### src/rtl/regport_pkg.sv
package regport_pkg;

  localparam int unsigned BYTE_W = 8;

  // Pointer advance: saturating increment.
  function automatic int sat_inc(input int p, input int last);
    return (p >= last) ? last : p + 1;
  endfunction

  // Pointer load: clip to last location.
  function automatic int clip_ptr(input int v, input int last);
    return (v > last) ? last : v;
  endfunction

  // Gating: busy leaves command and data; cip removes command too.
  function automatic logic may_access(input int p, input int cmd_a, input int data_a,
                                      input logic busy, input logic cip);
    if (!busy && !cip) return 1'b1;
    if (p == data_a)   return 1'b1;
    if (p == cmd_a)    return !cip;
    return 1'b0;
  endfunction

  // Auxiliary status byte.
  function automatic logic [7:0] asr_pack(input logic irq, input logic lci, input logic busy,
                                          input logic cip, input logic perr, input logic dbr);
    return {irq, lci, busy, cip, 2'b00, perr, dbr};
  endfunction

endpackage

### src/rtl/regport_ptr.sv
module regport_ptr
  import regport_pkg::*;
#(
  parameter int NUM_REGS = 28,
  parameter int PTR_W    = $clog2(NUM_REGS)
) (
  input  logic             clk,
  input  logic             rst,
  input  logic             load,
  input  logic [BYTE_W-1:0] load_val,
  input  logic             step,
  output logic [PTR_W-1:0] ptr_q
);
  localparam int LAST = NUM_REGS - 1;

  logic [PTR_W-1:0] ptr_d;

  always_comb begin
    ptr_d = ptr_q;
    if (load)      ptr_d = PTR_W'(clip_ptr(int'(load_val), LAST));
    else if (step) ptr_d = PTR_W'(sat_inc(int'(ptr_q), LAST));
  end

  always_ff @(posedge clk) begin
    if (rst) ptr_q <= '0;
    else     ptr_q <= ptr_d;
  end

  AST_PTR_RANGE: assert property (@(posedge clk) disable iff (rst)
    int'(ptr_q) <= LAST);

  AST_PTR_STEP: assert property (@(posedge clk) disable iff (rst)
    (step && !load) |=> int'(ptr_q) == sat_inc(int'($past(ptr_q)), LAST));

  AST_PTR_LOAD: assert property (@(posedge clk) disable iff (rst)
    load |=> int'(ptr_q) == clip_ptr(int'($past(load_val)), LAST));

endmodule

### src/rtl/regport_file.sv
module regport_file
  import regport_pkg::*;
#(
  parameter int NUM_REGS  = 28,
  parameter int PTR_W     = $clog2(NUM_REGS),
  parameter int CNT_BASE  = 18,
  parameter int CNT_BYTES = 3,
  parameter int CMD_ADDR  = 24
) (
  input  logic                        clk,
  input  logic                        rst,
  input  logic [PTR_W-1:0]            ptr,
  input  logic                        wr_en,
  input  logic [BYTE_W-1:0]           wdata,
  input  logic                        dec,
  output logic [BYTE_W-1:0]           rd_byte,
  output logic [BYTE_W-1:0]           cmd_q,
  output logic                        cmd_stb,
  output logic [CNT_BYTES*BYTE_W-1:0] cnt_q
);
  localparam int CNT_W = CNT_BYTES * BYTE_W;

  logic [BYTE_W-1:0] regs_q [NUM_REGS];
  logic [CNT_W-1:0]  cnt_d;
  logic              cnt_hit;

  function automatic logic is_cnt(input int p);
    return (p >= CNT_BASE) && (p < CNT_BASE + CNT_BYTES);
  endfunction

  // Count: host byte write wins over decrement; floor at zero.
  always_comb begin
    cnt_d   = cnt_q;
    cnt_hit = 1'b0;
    for (int b = 0; b < CNT_BYTES; b++) begin
      if (wr_en && int'(ptr) == CNT_BASE + b) begin
        cnt_d[(CNT_BYTES-1-b)*BYTE_W +: BYTE_W] = wdata;
        cnt_hit = 1'b1;
      end
    end
    if (!cnt_hit && dec && cnt_q != '0) cnt_d = cnt_q - 1'b1;
  end

  always_ff @(posedge clk) begin
    if (rst) begin
      cnt_q   <= '0;
      cmd_stb <= 1'b0;
      for (int i = 0; i < NUM_REGS; i++) regs_q[i] <= '0;
    end else begin
      cnt_q   <= cnt_d;
      cmd_stb <= wr_en && int'(ptr) == CMD_ADDR;
      for (int i = 0; i < NUM_REGS; i++)
        if (wr_en && int'(ptr) == i && !is_cnt(i)) regs_q[i] <= wdata;
    end
  end

  always_comb begin
    rd_byte = regs_q[ptr];
    for (int b = 0; b < CNT_BYTES; b++)
      if (int'(ptr) == CNT_BASE + b) rd_byte = cnt_q[(CNT_BYTES-1-b)*BYTE_W +: BYTE_W];
  end

  assign cmd_q = regs_q[CMD_ADDR];

  AST_CNT_DEC: assert property (@(posedge clk) disable iff (rst)
    (dec && !cnt_hit && cnt_q != '0) |=> cnt_q == $past(cnt_q) - 1'b1);

  AST_CNT_FLOOR: assert property (@(posedge clk) disable iff (rst)
    (!cnt_hit && cnt_q == '0) |=> cnt_q == '0);

  AST_STB_PULSE: assert property (@(posedge clk) disable iff (rst)
    cmd_stb |=> !cmd_stb);

endmodule

### src/rtl/regport_asr.sv
module regport_asr
  import regport_pkg::*;
(
  input  logic              clk,
  input  logic              rst,
  input  logic              set_lci,
  input  logic              clr_lci,
  input  logic              busy,
  input  logic              cip,
  input  logic              irq,
  input  logic              perr,
  input  logic              dbr,
  output logic [BYTE_W-1:0] asr
);
  logic lci_q;

  always_ff @(posedge clk) begin
    if (rst)          lci_q <= 1'b0;
    else if (set_lci) lci_q <= 1'b1;
    else if (clr_lci) lci_q <= 1'b0;
  end

  assign asr = asr_pack(irq, lci_q, busy, cip, perr, dbr);

  AST_LCI_CLEAR: assert property (@(posedge clk) disable iff (rst)
    (clr_lci && !set_lci) |=> !asr[6]);

endmodule

### src/rtl/regport_front.sv
module regport_front
  import regport_pkg::*;
#(
  parameter int NUM_REGS  = 28,
  parameter int CNT_BASE  = 18,
  parameter int CNT_BYTES = 3,
  parameter int CMD_ADDR  = 24,
  parameter int DATA_ADDR = 25
) (
  input  logic        clk,
  input  logic        rst,
  input  logic        h_port,
  input  logic        h_wr,
  input  logic        h_rd,
  input  logic [7:0]  h_wdata,
  output logic [7:0]  h_rdata,
  input  logic        core_busy,
  input  logic        core_cip,
  input  logic        core_irq,
  input  logic        core_perr,
  input  logic        core_dbr,
  input  logic        cnt_dec,
  output logic        cmd_strobe,
  output logic        cmd_sbt,
  output logic [6:0]  cmd_op,
  output logic        cnt_zero
);
  localparam int PTR_W = $clog2(NUM_REGS);
  localparam int CNT_W = CNT_BYTES * BYTE_W;

  logic [PTR_W-1:0]  ptr;
  logic [BYTE_W-1:0] rd_byte, cmd_q, asr;
  logic [CNT_W-1:0]  cnt_q;

  // Named host events.
  logic ev_ptr_wr, ev_asr_rd, ev_data_acc, ev_data_wr, ev_ok, ev_cmd_drop;

  assign ev_ptr_wr   = h_wr && !h_port;
  assign ev_asr_rd   = h_rd && !h_port;
  assign ev_data_acc = h_port && (h_wr || h_rd);
  assign ev_data_wr  = h_port && h_wr;
  assign ev_ok       = may_access(int'(ptr), CMD_ADDR, DATA_ADDR, core_busy, core_cip);
  assign ev_cmd_drop = ev_data_wr && core_cip && int'(ptr) == CMD_ADDR;

  regport_ptr #(.NUM_REGS(NUM_REGS), .PTR_W(PTR_W)) u_ptr (
    .clk(clk), .rst(rst), .load(ev_ptr_wr), .load_val(h_wdata),
    .step(ev_data_acc), .ptr_q(ptr)
  );

  regport_file #(.NUM_REGS(NUM_REGS), .PTR_W(PTR_W), .CNT_BASE(CNT_BASE),
                 .CNT_BYTES(CNT_BYTES), .CMD_ADDR(CMD_ADDR)) u_file (
    .clk(clk), .rst(rst), .ptr(ptr), .wr_en(ev_data_wr && ev_ok), .wdata(h_wdata),
    .dec(cnt_dec), .rd_byte(rd_byte), .cmd_q(cmd_q), .cmd_stb(cmd_strobe), .cnt_q(cnt_q)
  );

  regport_asr u_asr (
    .clk(clk), .rst(rst), .set_lci(ev_cmd_drop), .clr_lci(ev_asr_rd),
    .busy(core_busy), .cip(core_cip), .irq(core_irq), .perr(core_perr),
    .dbr(core_dbr), .asr(asr)
  );

  assign h_rdata  = !h_port ? asr : (ev_ok ? rd_byte : '0);
  assign cmd_sbt  = cmd_q[7];
  assign cmd_op   = cmd_q[6:0];
  assign cnt_zero = (cnt_q == '0);

  AST_LCI_ON_DROP: assert property (@(posedge clk) disable iff (rst)
    ev_cmd_drop |=> asr[6]);

  AST_STB_NOT_CIP: assert property (@(posedge clk) disable iff (rst)
    cmd_strobe |-> $past(!core_cip && core_busy == core_busy));

  AST_ASR_RSVD: assert property (@(posedge clk) disable iff (rst)
    ev_asr_rd |-> h_rdata[3:2] == 2'b00);

  AST_BUSY_BLOCK_CNT: assert property (@(posedge clk) disable iff (rst)
    (core_busy && !cnt_dec) |=> $stable(cnt_q));

endmodule

### config.mk
export PLATFORM = sky130hd
export DESIGN_NAME = regport_front
export DESIGN_NICKNAME = d
export VERILOG_FILES = /design/src/rtl/regport_pkg.sv /design/src/rtl/regport_ptr.sv /design/src/rtl/regport_file.sv /design/src/rtl/regport_asr.sv /design/src/rtl/regport_front.sv
export SDC_FILE = /design/constraint.sdc
export NUM_CORES = 1
export LEC_CHECK = 0
export BUFFER_PORTS_ARGS = -buffer_cell sky130_fd_sc_hd__buf_2
export CAP_MARGIN = 20
export CELL_PAD_IN_SITES_DETAIL_PLACEMENT = 1
export CELL_PAD_IN_SITES_GLOBAL_PLACEMENT = 1
export CORE_UTILIZATION = 40
export CTS_CLUSTER_DIAMETER = 40
export DETAILED_ROUTE_END_ITERATION = 6
export PLACE_DENSITY = 0.68
export SETUP_SLACK_MARGIN = 0.3
export SLEW_MARGIN = 30
export SYNTH_ARGS = -nofsm -noshare
export SYNTH_HDL_FRONTEND = slang
export SYNTH_SLANG_ARGS = --single-unit
### constraint.sdc
create_clock -name clk -period 3.56 [get_ports clk]
set_input_delay 0.356 -clock clk [delete_from_list [all_inputs] [get_ports clk]]
set_output_delay 0.356 -clock clk [all_outputs]
set_load 0.03 [all_outputs]
* Yosys cells after proc, flatten, opt, wreduce, memory -nomap -nowiden
Memory sizes are Yosys's and may differ from the RTL's. A register that Yosys moved wholly into a read port is not among the register bits.
Cells that the tools add are included.
** Storage, ports and cells
- Register bits after elaboration :: 31
- Output and inout bits :: 18
- Input port bits :: 19
- RAM bits :: 224
- Memories :: 1
- Logic and storage cells :: 248
** Operators by class
- Bitwise gates (word level) :: 25
- Add/sub/neg operators :: 2
- Order comparisons :: 2
- Reductions and logical operators :: 51
- Multiplexer cells :: 134
- Equality and inequality tests :: 27
** Memory list
- u_file.regs_q :: words 28, bits a word 8, rd ports 2, clocked after memory_dff 1, write ports 28, RTL line regport_file.sv:23 : logic [BYTE_W-1:0] regs_q [NUM_REGS];
** Operator list (number)
- 2-to-1 mux 8 bit :: 33
- 2-to-1 mux 1 bit :: 94
- == test 5 bit, second input constant :: 16
- == test 5 x 4 -> 1 bit, second input constant :: 8
- logical AND 1 bit :: 38
- 2-to-1 mux 5 bit :: 6
- bitwise OR 1 bit :: 25
- logical NOT 24 bit :: 1
- 2-to-1 mux 24 bit :: 1
- nonzero test 24 bit :: 1
- subtractor 24 x 1 -> 24 bit, second input constant :: 1
- == test 5 x 3 -> 1 bit, second input constant :: 2
- nonzero test 2 bit :: 5
- greater-than comparator 8 x 5 -> 1 bit, second input constant :: 1
- adder 5 x 1 -> 5 bit, second input constant :: 1
- == test 5 x 2 -> 1 bit, second input constant :: 1
- >= comparator 5 bit, second input constant :: 1
- logical NOT 5 bit :: 1
- logical NOT 1 bit :: 4
- logical OR 1 bit :: 1

* Logic depth before layout (Yosys ltp)
- Word-level depth :: 18
- Gate-level depth with buffers :: 11
- Depth with buffers taken out :: 8

* Hierarchy
Synthesis repeated with hierarchy kept, for this count alone.
** Unflattened totals
- Cells, all modules :: 983
- Area total of the unflattened synthesis :: 11813.8 um^2
** Modules (own cells, without submodules)
- regport_file :: seq. area each 6506.2 um^2, area each 11139.4 um^2, cells an instance 889, times used 1
- regport_ptr :: seq. area each 100.1 um^2, area each 314.1 um^2, cells an instance 36, times used 1
- regport_front :: seq. area each 0.0 um^2, area each 257.7 um^2, cells an instance 45, times used 1
- regport_asr :: seq. area each 20.0 um^2, area each 102.6 um^2, cells an instance 13, times used 1

* Worst setup path before layout
OpenSTA, ideal clock, no wires.
- Path type :: flip-flop to output port
- Start point :: register (tool-made name)
- End point :: output h_rdata[5]
- Arrival :: 2.580 ns
- Stages on the path, launching flop included :: 11
- Path slack :: 0.624 ns
- Cell sequence :: dfxtp_1 buf_2 buf_4 buf_2 buf_2 buf_4 a22o_1 a21oi_1 nor3_1 a21oi_1 o31ai_1
** RTL lines
- to (decl) :: RTL line regport_front.sv:16 : output logic [7:0] h_rdata,

==> summary.md <==
| Metric | Value |
|---|---|
| Crit-path most repeated cell | a21oi_1 |
| Peak supply drop | 0.456 mV |
| Post-Syn Instances | 968 |
| Port bufs | 36 |
| Die Y | 174 µm |
| Post-DP HPWL | 25000 µm |
| Met3 Use GR | 4.11% |
| DP Cell Count | 1357 |
| Nets | 1054 |
| Vias in the first global route | 8800 |
| Synthesized area per cell | 12.2 µm² |
| CTS tree | yes |
| Flop pwr share | 38.4% |
| Layout cell share with drive strength beyond 1 | 23.5% |
| CP Class | flop to output pin |
| Mapped Area | 11800 µm² |
| Setup TNS | 0 ps |
| Routed WL | 37700 µm |
| Net Sw Frac | 30.9% |
| Share of flip-flops with an asynchronous set or reset | 0% |
| CP max-delay cell | nor3_1 |
| F_max | 0.306 GHz |
| Initial antenna violation count | 0 |
| # H-tree levels | 2 |
| Clock slew at reported path FFs | 50 ps |
| Routability congestion estimate | 0.868 |
| Worst Path Required | 3200 ps |
| Final Cell Area | 14000 µm² |
| Clk_lat worst skew | 530 ps |
| Site row count | 62 |
| Worst hold margin | 148 ps |
| Starting Density | 40.9% |
| Grt peak-use layer | met2 |
| Tightest Pin Transition | 870 ps |
| Total track usage | 25.3% |
| Cell-internal power | 0.00624 W |
| Pwr dens | 644 nW/µm² |
| Final cell count without fillers | 1441 |
| Worst R2R Path Depth | 8 |
| Met1 usage | 34.7% |
| Initial DRT Pass Iterations | 5 |
| TritonCTS Buffers | 38 |
| Final Hold Fails | 0 |
| Synth Register Bits | 236 |
| CORE AREA | 28900 µm² |
| Cells along the critical path | buf_6 -> buf_4 -> nor2b_1 -> a22o_1 -> a21oi_1 -> nor3_1 -> a21oi_1 -> o31ai_1 -> buf_2 |
| Antenna Violating Nets Remaining | 0 |
| Worst Clk Skew | 22.9 ps |
| Largest net degree at the start of global routing | 33 |
| Fin. max-slew vios | 0 |
| First-pass GRT wire length | 56900 µm |
| Sequential share of the synthesized area | 56.8% |
| Drc violations | 0 |
| Run status | finished, final reports clean |
| Worst slew margin | 41.9% |
| CTS Buffer Depth | 3 |
| Final setup violation count | 0 |
| Via count | 8581 |
| R2R Path Start | u_ptr.ptr_q[0]$_SDFFE_PP0N_ |
| Min cycle time layout | 3270 ps |
| DR iter-0 viols | 713 |
| Switch Pwr | 0.00279 W |
| Worst hold path class | input pin to flop |
| Area growth syn-to-layout | 18.5% |
| Clk sink count | 236 |
| Reg2reg setup slack | 820 ps |
| Hold buffers post-CTS | 0 |
| Chip Width | 174 µm |
| Die area | 30300 µm² |
| Placed cell areas | 12500 µm² |
| Vias per cell | 5.95 |
| DR WL/cell | 26.2 µm |
| Mapped Nets | 994 |
| RR Endpoint | u_file.cnt_q[21]$_SDFFE_PP0P_ |
| Gate power share | 20.8% |
| Clock share of power | 40.8% |
| Number of max-cap violations | 0 |
| Tcrit/Tclk final | 91.8% |
| Crit path arrival time | 2910 ps |
| Static leakage | 5.04 nW |
| Post-synth EDFFs | 200 |
| Clock root buffer | clkbuf_16 |
| Worst path max stage delay | 390 ps |
| CP Capture Point | h_rdata[5] |
| Crit path capture type | output pin |
| Crit Path Max Fanout | 15 |
| GR met2 Demand/Resource | 41.4% |
| Count of distinct cell types in the synthesized netlist | 66 |
| Critical Path Source Type | flop |
| Synth warn | 0 |
| RSZ-0062 raised after global routing | false |
| Most used flip-flop cell after synthesis | edfxtp_1 |
| Filler instances | 2993 |
| Total congestion overflow | 0 |
| I/O pins | 37 |
[power by group through the flow]
stage                     combinational, W  clock [W]  sequential, W
after CTS                          0.00183    0.00373        0.00346
after global routing               0.00203    0.00384        0.00349
after detailed placement           0.00177          0        0.00352
final                              0.00188    0.00369        0.00347
after global placement             0.00175          0        0.00352
after floorplan                    0.00137          0        0.00338
[worst min-delay path by stage]
stage	startpoint	endpoint	slack, ps	cells past startpoint
CTS	core_cip	u_asr.lci_q$_SDFFE_PP0P_	140	3
floorplan	u_asr.lci_q$_SDFFE_PP0P_	u_asr.lci_q$_SDFFE_PP0P_	450	2
detailed placement	u_asr.lci_q$_SDFFE_PP0P_	u_asr.lci_q$_SDFFE_PP0P_	490	2
global placement	u_asr.lci_q$_SDFFE_PP0P_	u_asr.lci_q$_SDFFE_PP0P_	470	2
global route	core_cip	u_asr.lci_q$_SDFFE_PP0P_	150	3
finish	core_cip	u_asr.lci_q$_SDFFE_PP0P_	150	3
[worst max-delay path, delay by kind of cell (launching register included)]
family          cells  cell delay, ps
buf+inv             3             620
compound gates      4             780
flops               1             360
simple gates        2             640
[stage by stage]
step,utilization (%),setup slack [ps],power [W]
after floorplan,-,624,0.00475
after global placement,43.2,512,0.00526
after detailed placement,43.2,504,0.00530
after CTS,47.9,277,0.00902
after global routing,48.5,289,0.00936
final,48.5,291,0.00903
[Yosys cell counts, types with 4 or more instances]
cell type    n  area [µm²]
nand2_1     39         146
o211ai_1    11        82.6
and3_1      10        62.6
nand3_1     17        85.1
o22ai_1      9        56.3
mux2i_1     16         160
nor4_1      20         125
or3_1       11        68.8
o21bai_1    19         143
clkbuf_1    60         225
or2_2        7        43.8
dfxtp_1     36         721
o311ai_0     6        52.6
inv_1       16        60.1
and2_1     161        1010
mux4_2      44         991
nor2b_1      6        37.5
a31o_2       6        52.6
buf_2        6        30.0
o21ai_0     19        95.1
a211oi_1     7        52.6
or4_1        5        37.5
a221o_1      5        50.1
a21oi_1     38         190
ha_1         7        87.6
a221oi_1     4        35.0
a22oi_1     10        75.1
a31oi_1     10        62.6
nand2b_1    10        62.6
mux2_2       5        56.3
nor3_1      46         230
edfxtp_1   200        6010
nor2_1      51         191
[placed cells by master (no fill, tap or decap), drive strengths merged, types with 21 or more instances in the layout]
cell type and n:
and2 161, dfxtp 36, nand2 39, nor2 52
nor3 46, buf 94, edfxtp 200, a21oi 38
clkbuf 41, mux4 44, inv 21
[routing by layer]
metal / wire length [µm] / up-vias
li1: - / 3795
met1: 16600 / 4445
met2: 18100 / 276
met3: 2220 / 65
met4: 832 / 0
met5: 0 / -
[kinds of logic after synthesis]
kind of cell,count (synthesis),share of synthesized area (%)
buf+inv,92,3.20
simple gates,399,19.2
xor+xnor,1,0.0740
flops,236,56.8
mux,65,10.2
fa+ha+maj,7,0.740
compound gates,168,9.79
[flip-flops by register name, summed over array words and instances, names as in the netlist, named ones only]
register	flops
u_asr.lci_q	1
u_ptr.ptr_q	5
u_file.regs_q	200
u_file.cmd_stb	1
u_file.cnt_q	24
[what timing repair did]
action                                  in CTS  in global routing
pin swaps                                    1                  2
resized for setup                            6                 22
endpoints found under the setup margin       8                  8
setup buffers                                7                  8
hold endpoints to repair                     0                  0
[layout make-up]
class | count | area (µm²) | share of cell area (%)
antenna | 1 | 2.50 | 0.0178
clock buffer | 41 | 993 | 7.08
clock inverter | 27 | 273 | 1.94
inverter | 18 | 67.6 | 0.482
multi-input combinational | 640 | 4810 | 34.3
sequential | 236 | 6740 | 48.0
tap | 384 | 480 | 3.42
timing repair buffer | 94 | 664 | 4.74
(Power assumes the default switching activity.)
